==> config.mk <==
export PLATFORM = sky130hd
export DESIGN_NAME = gpio_evt_bank
export DESIGN_NICKNAME = d
export VERILOG_FILES = /design/src/rtl/gpio_evt_pkg.sv /design/src/rtl/gpio_evt_detect.sv /design/src/rtl/gpio_evt_regs.sv /design/src/rtl/gpio_evt_bank.sv
export SDC_FILE = /design/constraint.sdc
export NUM_CORES = 1
export LEC_CHECK = 0
export ABC_AREA = 1
export BUFFER_PORTS_ARGS = -buffer_cell sky130_fd_sc_hd__buf_2
export CORE_ASPECT_RATIO = 1.25
export CORE_UTILIZATION = 30
export CTS_CLUSTER_DIAMETER = 120
export DETAILED_ROUTE_END_ITERATION = 12
export GPL_ROUTABILITY_DRIVEN = 0
export HOLD_SLACK_MARGIN = 0.02
export PLACE_DENSITY_LB_ADDON = 0.15
export SYNTH_ARGS = -nofsm -noshare
export SYNTH_HDL_FRONTEND = slang
export SYNTH_SLANG_ARGS = --single-unit
==> constraint.sdc <==
create_clock -name clk -period 1.25 [get_ports clk]
set_clock_uncertainty 0.2 [all_clocks]
set_input_delay 0.1875 -clock clk [delete_from_list [all_inputs] [get_ports clk]]
set_output_delay 0.1875 -clock clk [all_outputs]
set_load 0.02 [all_outputs]
==> src/rtl/gpio_evt_pkg.sv <==
package gpio_evt_pkg;

  // Per-pin event kinds; values 5..7 are reserved and never fire.
  typedef enum logic [2:0] {
    EV_FALL = 3'd0,
    EV_RISE = 3'd1,
    EV_BOTH = 3'd2,
    EV_LOW  = 3'd3,
    EV_HIGH = 3'd4
  } evt_kind_e;

  localparam int SEL_W = 3;

  // Register byte offsets inside the bank window.
  localparam int OFS_EN   = 'h20;
  localparam int OFS_DIS  = 'h24;
  localparam int OFS_MASK = 'h28;
  localparam int OFS_STAT = 'h2C;

endpackage

==> src/rtl/gpio_evt_detect.sv <==
module gpio_evt_detect
  import gpio_evt_pkg::*;
#(
  parameter int NPINS = 32
) (
  input  logic                   clk,
  input  logic                   rst_n,
  input  logic [NPINS-1:0]       pin_i,
  input  logic [NPINS*SEL_W-1:0] sel_i,
  output logic [NPINS-1:0]       hit_o
);

  logic [NPINS-1:0] prev_q;
  logic [NPINS-1:0] prev_d;

  // Previous sample follows the input every cycle.
  always_comb begin
    prev_d = pin_i;
  end

  always_ff @(posedge clk or negedge rst_n) begin
    if (!rst_n) begin
      prev_q <= '0;
    end else begin
      prev_q <= prev_d;
    end
  end

  for (genvar g = 0; g < NPINS; g++) begin : g_pin
    logic [SEL_W-1:0] kind;
    logic             rise;
    logic             fall;

    assign kind = sel_i[g*SEL_W +: SEL_W];
    assign rise = pin_i[g] & ~prev_q[g];
    assign fall = ~pin_i[g] & prev_q[g];

    always_comb begin
      case (kind)
        EV_FALL: hit_o[g] = fall;
        EV_RISE: hit_o[g] = rise;
        EV_BOTH: hit_o[g] = rise | fall;
        EV_LOW:  hit_o[g] = ~pin_i[g];
        EV_HIGH: hit_o[g] = pin_i[g];
        default: hit_o[g] = 1'b0;
      endcase
    end

    a_r10_reserved_silent: assert property (@(posedge clk) disable iff (!rst_n)
      (kind > 3'd4) |-> !hit_o[g]);

    a_r3_high_level_fires: assert property (@(posedge clk) disable iff (!rst_n)
      (kind == 3'd4 && pin_i[g]) |-> hit_o[g]);

    a_r1_fall_needs_change: assert property (@(posedge clk) disable iff (!rst_n)
      (kind == 3'd0 && hit_o[g]) |=> ($past(pin_i[g]) == 1'b0 && prev_q[g] == 1'b0));
  end

endmodule

==> src/rtl/gpio_evt_regs.sv <==
module gpio_evt_regs
  import gpio_evt_pkg::*;
#(
  parameter int NPINS  = 32,
  parameter int ADDR_W = 8
) (
  input  logic              clk,
  input  logic              rst_n,
  input  logic [NPINS-1:0]  hit_i,
  input  logic              bus_sel,
  input  logic              bus_wr,
  input  logic [ADDR_W-1:0] bus_addr,
  input  logic [NPINS-1:0]  bus_wdata,
  output logic [NPINS-1:0]  rdata_o,
  output logic [NPINS-1:0]  status_o,
  output logic [NPINS-1:0]  mask_o
);

  localparam logic [ADDR_W-1:0] A_EN   = ADDR_W'(OFS_EN);
  localparam logic [ADDR_W-1:0] A_DIS  = ADDR_W'(OFS_DIS);
  localparam logic [ADDR_W-1:0] A_MASK = ADDR_W'(OFS_MASK);
  localparam logic [ADDR_W-1:0] A_STAT = ADDR_W'(OFS_STAT);

  logic             wr_en, wr_dis, rd_any, rd_stat;
  logic [NPINS-1:0] mask_q, mask_d;
  logic [NPINS-1:0] status_q, status_d;
  logic [NPINS-1:0] rdata_q, rdata_d;

  // Access decode
  always_comb begin
    wr_en   = bus_sel &  bus_wr & (bus_addr == A_EN);
    wr_dis  = bus_sel &  bus_wr & (bus_addr == A_DIS);
    rd_any  = bus_sel & ~bus_wr;
    rd_stat = rd_any & (bus_addr == A_STAT);
  end

  // Next state
  always_comb begin
    mask_d = mask_q;
    if (wr_en)  mask_d = mask_d | bus_wdata;
    if (wr_dis) mask_d = mask_d & ~bus_wdata;

    status_d = (rd_stat ? '0 : status_q) | hit_i;

    case (bus_addr)
      A_MASK:  rdata_d = mask_q;
      A_STAT:  rdata_d = status_q;
      default: rdata_d = '0;
    endcase
  end

  // Registers
  always_ff @(posedge clk or negedge rst_n) begin
    if (!rst_n) begin
      mask_q   <= '0;
      status_q <= '0;
      rdata_q  <= '0;
    end else begin
      mask_q   <= mask_d;
      status_q <= status_d;
      if (rd_any) rdata_q <= rdata_d;
    end
  end

  assign rdata_o  = rdata_q;
  assign status_o = status_q;
  assign mask_o   = mask_q;

  a_r5_read_clears: assert property (@(posedge clk) disable iff (!rst_n)
    rd_stat |=> (status_q == $past(hit_i)));

  a_r4_event_records: assert property (@(posedge clk) disable iff (!rst_n)
    (|hit_i) |=> ((status_q & $past(hit_i)) == $past(hit_i)));

  a_r6_enable_sets: assert property (@(posedge clk) disable iff (!rst_n)
    wr_en |=> ((mask_q & $past(bus_wdata)) == $past(bus_wdata)));

  a_r7_disable_clears: assert property (@(posedge clk) disable iff (!rst_n)
    wr_dis |=> ((mask_q & $past(bus_wdata)) == '0));

  a_r5_rdata_holds: assert property (@(posedge clk) disable iff (!rst_n)
    !rd_any |=> $stable(rdata_q));

endmodule

==> src/rtl/gpio_evt_bank.sv <==
module gpio_evt_bank
  import gpio_evt_pkg::*;
#(
  parameter int NPINS  = 32,
  parameter int ADDR_W = 8
) (
  input  logic                   clk,
  input  logic                   rst_n,
  input  logic [NPINS-1:0]       pin_lvl,
  input  logic [NPINS*SEL_W-1:0] pin_evt_sel,
  input  logic                   bus_sel,
  input  logic                   bus_wr,
  input  logic [ADDR_W-1:0]      bus_addr,
  input  logic [NPINS-1:0]       bus_wdata,
  output logic [NPINS-1:0]       bus_rdata,
  output logic                   irq
);

  logic [NPINS-1:0] hit;
  logic [NPINS-1:0] status;
  logic [NPINS-1:0] mask;

  gpio_evt_detect #(.NPINS(NPINS)) u_detect (
    .clk   (clk),
    .rst_n (rst_n),
    .pin_i (pin_lvl),
    .sel_i (pin_evt_sel),
    .hit_o (hit)
  );

  gpio_evt_regs #(.NPINS(NPINS), .ADDR_W(ADDR_W)) u_regs (
    .clk       (clk),
    .rst_n     (rst_n),
    .hit_i     (hit),
    .bus_sel   (bus_sel),
    .bus_wr    (bus_wr),
    .bus_addr  (bus_addr),
    .bus_wdata (bus_wdata),
    .rdata_o   (bus_rdata),
    .status_o  (status),
    .mask_o    (mask)
  );

  assign irq = |(status & mask);

  a_r9_irq_needs_pending: assert property (@(posedge clk) disable iff (!rst_n)
    irq |-> (status != '0 && mask != '0));

endmodule

==> flow_summary.json, run 1 <==
{
  "outcome": "finished with violations",
  "violations": "hold timing, setup timing",
  "endpoint": "irq",
  "ff_latch_area_um2": 3203,
  "viasPerCell": 4.334,
  "rrSetupSlack_ps": -110,
  "setup_tns_ps": -4425,
  "portBuffers": 204,
  "rr_startpoint": "u_detect.prev_q[18]",
  "nNetsFinal": 1844,
  "cp-start-kind": "flip-flop",
  "grt_max_degree": 47,
  "worst_pin_slew_ps": 307.4,
  "critPathMaxStageDelay_ps": 400,
  "boundaryPins": 205,
  "first_global_vias": 8376,
  "cts_tree": "built",
  "worst_slack_ps": -667.1,
  "start_util": 0.3080,
  "syn_nets": 1388,
  "track_usage": 0.1825,
  "finalInstanceArea_um2": 13110,
  "drtIter0Drc": 332,
  "cts_made_buffers": 17,
  "final_max_slew_viol_count": 0,
  "period_minus_slack_ps": 1917,
  "synth_warnings": 0,
  "row_count": 66,
  "dpl_cell_area_um2": 10140,
  "crit_chain": "nand2_1 > nand2_1 > nor2_2 > nand3b_1 > nor2_1 > nand2_1 > buf_6",
  "grt_pass1_wl_um": 39610,
  "setup_viol": 64,
  "crit_fanout": 2,
  "r2r-end": "u_regs.status_o[18]",
  "hp-class": "in2async",
  "post-route-period-util": 1.534,
  "crit_start": "u_regs.status_o[17]",
  "syn_to_final_growth_pct": 62.60,
  "drive_above_1_share": 0.2640,
  "htree_levels": 4,
  "seq_area_frac_synth": 0.3973,
  "cts-root-buf": "clkbuf_16",
  "rsz0062_at_grt": "true",
  "synth-seq-cells": 128,
  "relSlewSlack": 0.7951,
  "clkSinkCount": 128,
  "cp_slowest_cell": "dfrtp_1",
  "dr_total_vias": 8503,
  "grt_overflow": 0,
  "netlist_area_um2": 8061,
  "antenna_found_initial": 1,
  "p_leak_nw": 7.130,
  "critPathKind": "reg2out",
  "worst_setup_path_end_kind": "output port",
  "coreArea_um2": 26180,
  "dp.final_hpwl_um": 17260,
  "holdBufCountCts": 163,
  "syn_inst": 1152,
  "fillers": 2538,
  "dp_cells": 1746,
  "cp.arrival_ps": 1530,
  "worstPathRequired_ps": 860,
  "first_pass_iters": 4,
  "path_clk_slew_ps": 60,
  "max_freq_ghz": 0.5216,
  "r2r_cells": 6,
  "wl_um": 24770,
  "final_util": 0.5007,
  "clk_latency_ps": 420,
  "hold-worst-slack_ps": -28.69,
  "cpMostUsedCell": "nand2_1",
  "die_w_um": 148.6,
  "power.density_nw_per_um2": 882.1,
  "maxCapViolCount": 0,
  "ir_drop_uv": 927.7,
  "synth_cell_type_count": 19,
  "hold_violations": 11,
  "synth_area_per_cell_um2": 6.998,
  "finalNonFillerCells": 1962,
  "cts_buffer_depth": 2,
  "die_h_um": 185.3,
  "multi_input_area_um2": 4325,
  "drc": 0,
  "antenna_left": 0,
  "dieArea_um2": 27540,
  "post_drt_wl_per_cell_um": 12.63
}
final cells by class:
cell class,count,area share
Tap cell,340,0.03246
Multi-Input combinational cell,791,0.3300
Inverter,201,0.05756
Sequential cell,128,0.2444
Timing Repair Buffer,469,0.2878
Antenna cell,1,0.0001909
Clock buffer,20,0.03561
Clock inverter,12,0.01203
Yosys cell counts:
library cell  count  area, um^2
nor2_1          170       638.1
nor2_2            3       18.77
dfrtp_1         128        3203
clkbuf_1          4       15.01
a21oi_1          34       170.2
nand3_1         227        1136
inv_1           195       732.0
nand2_1         257       964.7
or2_0            13       81.33
buf_4             2       15.01
nor3_4            1       16.27
o211ai_1          1       7.510
nand3b_1          1       7.510
ha_1             64       800.8
or2_2             1       6.260
buf_2            26       130.1
o21ai_0          18       90.09
inv_2             6       22.52
nand2_2           1       6.260
timing repair:
item,CTS,global route
endpoints found under the hold margin,224,11
setup endpoints to repair,65,66
pin swaps,76,83
buffers inserted,9,11
resized for setup,104,66
critical path, delay by kind of cell (launching register included):
family | cells | cell delay [ps]
and+or+nand+nor | 6 | 570
DFF | 1 | 400
buffers and inverters | 1 | 140
how the worst min path moves through the flow:
| stage | end | slack (ps) | from | depth (start not counted) |
|---|---|---|---|---|
| floorplan | asynchronous set/reset pin | -310 | rst_n | 0 |
| global placement | u_regs.status_o[17] | -160 | rst_n | 1 |
| detailed placement | u_regs.status_o[17] | -160 | rst_n | 1 |
| CTS | u_regs.status_o[17] | -30 | rst_n | 2 |
| global route | u_regs.status_o[17] | -30 | rst_n | 2 |
| finish | u_regs.status_o[17] | -30 | rst_n | 2 |
through the flow:
stage / power (mW) / worst slack (ps)
floorplan: 5.012 / -11.25
detailed placement: 5.825 / -301.7
global placement: 5.802 / -271.4
global route: 12.13 / -749.8
CTS: 11.63 / -686.1
finish: 11.56 / -667.1
metal layers:
metal / global-route usage / wire length, um / vias up
met1: 0.2303 / 11550 / 3864
met3: 0.03448 / 835 / 12
met5: 0 / 0 / -
li1: - / - / 4493
met4: 0.04124 / 248 / 0
met2: 0.3191 / 12140 / 134
layout by cell type, fill, tap and decap left out, drive strengths merged:
cell type / n
nor3: 1
nand3: 227
dfrtp: 128
buf: 306
diode: 1
nand3b: 1
nor2: 173
bufinv: 3
nand2: 258
inv: 202
or2: 14
dlygate4sd3: 163
ha: 64
o211ai: 1
a21oi: 34
clkinv: 5
clkbuf: 20
o21ai: 18
clkinvlp: 3
logic make-up (layout without fill, tap and decap cells):
family                   count (synthesis)  after routing  share of synthesized area
AND/OR/NAND/NOR                        674            674                     0.3567
other                                    0              1                          0
flip-flops                             128            128                     0.3973
AO/OA/AOI/OAI                           53             53                    0.03321
buffers and inverters                  233            702                     0.1135
adder cells (fa/ha/maj)                 64             64                    0.09933
power by group:
part	leakage [nW]	switching [mW]	internal, mW
Clock	0.299	1.97	3.31
Combinational	5.45	0.953	1.03
Sequential	1.38	0.0636	4.24
Total	7.13	2.99	8.57
Power figures use the tool's default switching activity.
==> run 2: changes to the inputs <==
SETUP_SLACK_MARGIN = 0.05   (was default)
==> flow_summary.json, run 2 (synthesis results as in run 1) <==
{
  "first_pass_iters": 4,
  "power.density_nw_per_um2": 892.8,
  "critPathKind": "reg2out",
  "dpl_cell_area_um2": 10250,
  "p_leak_nw": 7.261,
  "drtIter0Drc": 340,
  "ir_drop_uv": 887.5,
  "outcome": "finished with violations",
  "viasPerCell": 4.421,
  "grt_overflow": 0,
  "dieArea_um2": 27540,
  "grt_max_degree": 37,
  "dr_total_vias": 8780,
  "dp.final_hpwl_um": 17340,
  "violations": "setup timing",
  "start_util": 0.3080,
  "worst_pin_slew_ps": 297.7,
  "nNetsFinal": 1869,
  "setup_viol": 64,
  "r2r_cells": 6,
  "drive_above_1_share": 0.2679,
  "fillers": 2490,
  "syn_to_final_growth_pct": 65.75,
  "portBuffers": 204,
  "relSlewSlack": 0.8016,
  "htree_levels": 4,
  "grt_pass1_wl_um": 40670,
  "r2r-end": "u_regs.status_o[0]",
  "track_usage": 0.1867,
  "crit_fanout": 2,
  "hp-class": "in2async",
  "cts-root-buf": "clkbuf_16",
  "dpl_worst_slack_ps": -350.7,
  "rr_startpoint": "u_detect.prev_q[0]",
  "post_drt_wl_per_cell_um": 12.67,
  "row_count": 66,
  "hold_violations": 0,
  "antenna_left": 0,
  "finalInstanceArea_um2": 13360,
  "drc": 0,
  "diodes": 0,
  "cts_buffer_depth": 2,
  "cp-start-kind": "flip-flop",
  "multi_input_area_um2": 4328,
  "boundaryPins": 205,
  "clk_latency_ps": 410,
  "period_minus_slack_ps": 1890,
  "rrSetupSlack_ps": -80,
  "mostFrequentLayoutCell": "nand2_1",
  "clkSinkCount": 128,
  "worst_slack_ps": -639.7,
  "cp.arrival_ps": 1500,
  "cts_tree": "built",
  "final_max_slew_viol_count": 0,
  "die_w_um": 148.6,
  "post-route-period-util": 1.512,
  "maxCapViolCount": 0,
  "wl_um": 25170,
  "worstPathRequired_ps": 860,
  "path_clk_slew_ps": 60,
  "rsz0062_at_grt": "true",
  "die_h_um": 185.3,
  "cts_made_buffers": 17,
  "antenna_found_initial": 0,
  "layout_common_cells": "nand2_1, nand3_1, inv_1",
  "worst_setup_path_end_kind": "output port",
  "coreArea_um2": 26180,
  "first_global_vias": 8603,
  "ff_latch_area_um2": 3204,
  "max_freq_ghz": 0.5292
}
[run 2: changes by cell type in the layout (fill, tap and decap cells not counted), moves of 2 or more]
cell	previous run	this run
nor2_4	3	5
bufinv_16	3	5
o21ai_1	18	16
dlygate4sd3_1	163	176
nand3_1	212	216
o21ai_0	0	2
nand3_2	15	11
nor2_2	13	15
nand2_2	17	15
buf_4	90	103
nor2_1	157	153
[run 2: worst max-delay path by stage]
stage	end	from	slack [ps]
2_1_floorplan	u_regs.status_o[18]	u_detect.prev_q[18]	-10
3_3_place_gp	irq	flip-flop	-320
3_5_place_dp	u_regs.rdata_o[3]	bus_addr[7]	-350
4_1_cts	irq	flip-flop	-710
5_1_grt	irq	flip-flop	-800
6_report	irq	flip-flop	-640
[run 2: timing repair]
action / CTS / global route
hold buffers: 176 / 0
endpoints found under the setup margin: 65 / 83
endpoints found under the hold margin: 224 / 0
buffers inserted: 15 / 7
pin swaps: 39 / 75
gates resized for setup: 82 / 77
[run 2: layout make-up]
class,instances,area share
clock inverters,13,0.01564
multi-input cells,791,0.3239
well taps,340,0.03184
clock buffers,19,0.03390
flip-flops and latches,128,0.2398
inverters,201,0.05703
repair buffers,494,0.2979
[run 2: report_power, final]
group	leakage, nW	switching, mW	total [mW]	internal [mW]
Combinational	5.56	0.971	2.04	1.07
Sequential	1.38	0.0638	4.30	4.24
Clock	0.316	1.94	5.59	3.65
[run 2: metal layers]
layer	vias up	track usage	wire, um
met5	-	0	0
met2	163	0.3318	12650
met1	4046	0.2317	11420
li1	4559	-	-
met3	12	0.03399	916
met4	0	0.04371	189
[run 2: critical path, stage by stage, from the launching register on]
cell	delay [ps]
dfrtp_1	370
nand2_1	70
nand2_1	70
a21oi_2	120
nand3_2	130
nor2_4	150
nand2_2	60
buf_6	130
[run 2: through the flow]
stage	total power [mW]	instances	hold slack [ps]	util	setup TNS [ps]
6_report	11.93	1986	5.204	0.5104	-4157
5_1_grt	12.53	1986	20.45	0.5104	-8265
4_1_cts	12.00	1979	-1.135	0.4985	-5244
3_5_place_dp	5.854	1756	-115.5	0.3915	-24960
3_3_place_gp	5.836	1756	-118.6	0.3915	-23250
2_1_floorplan	5.018	1152	-308.1	-	-11.25
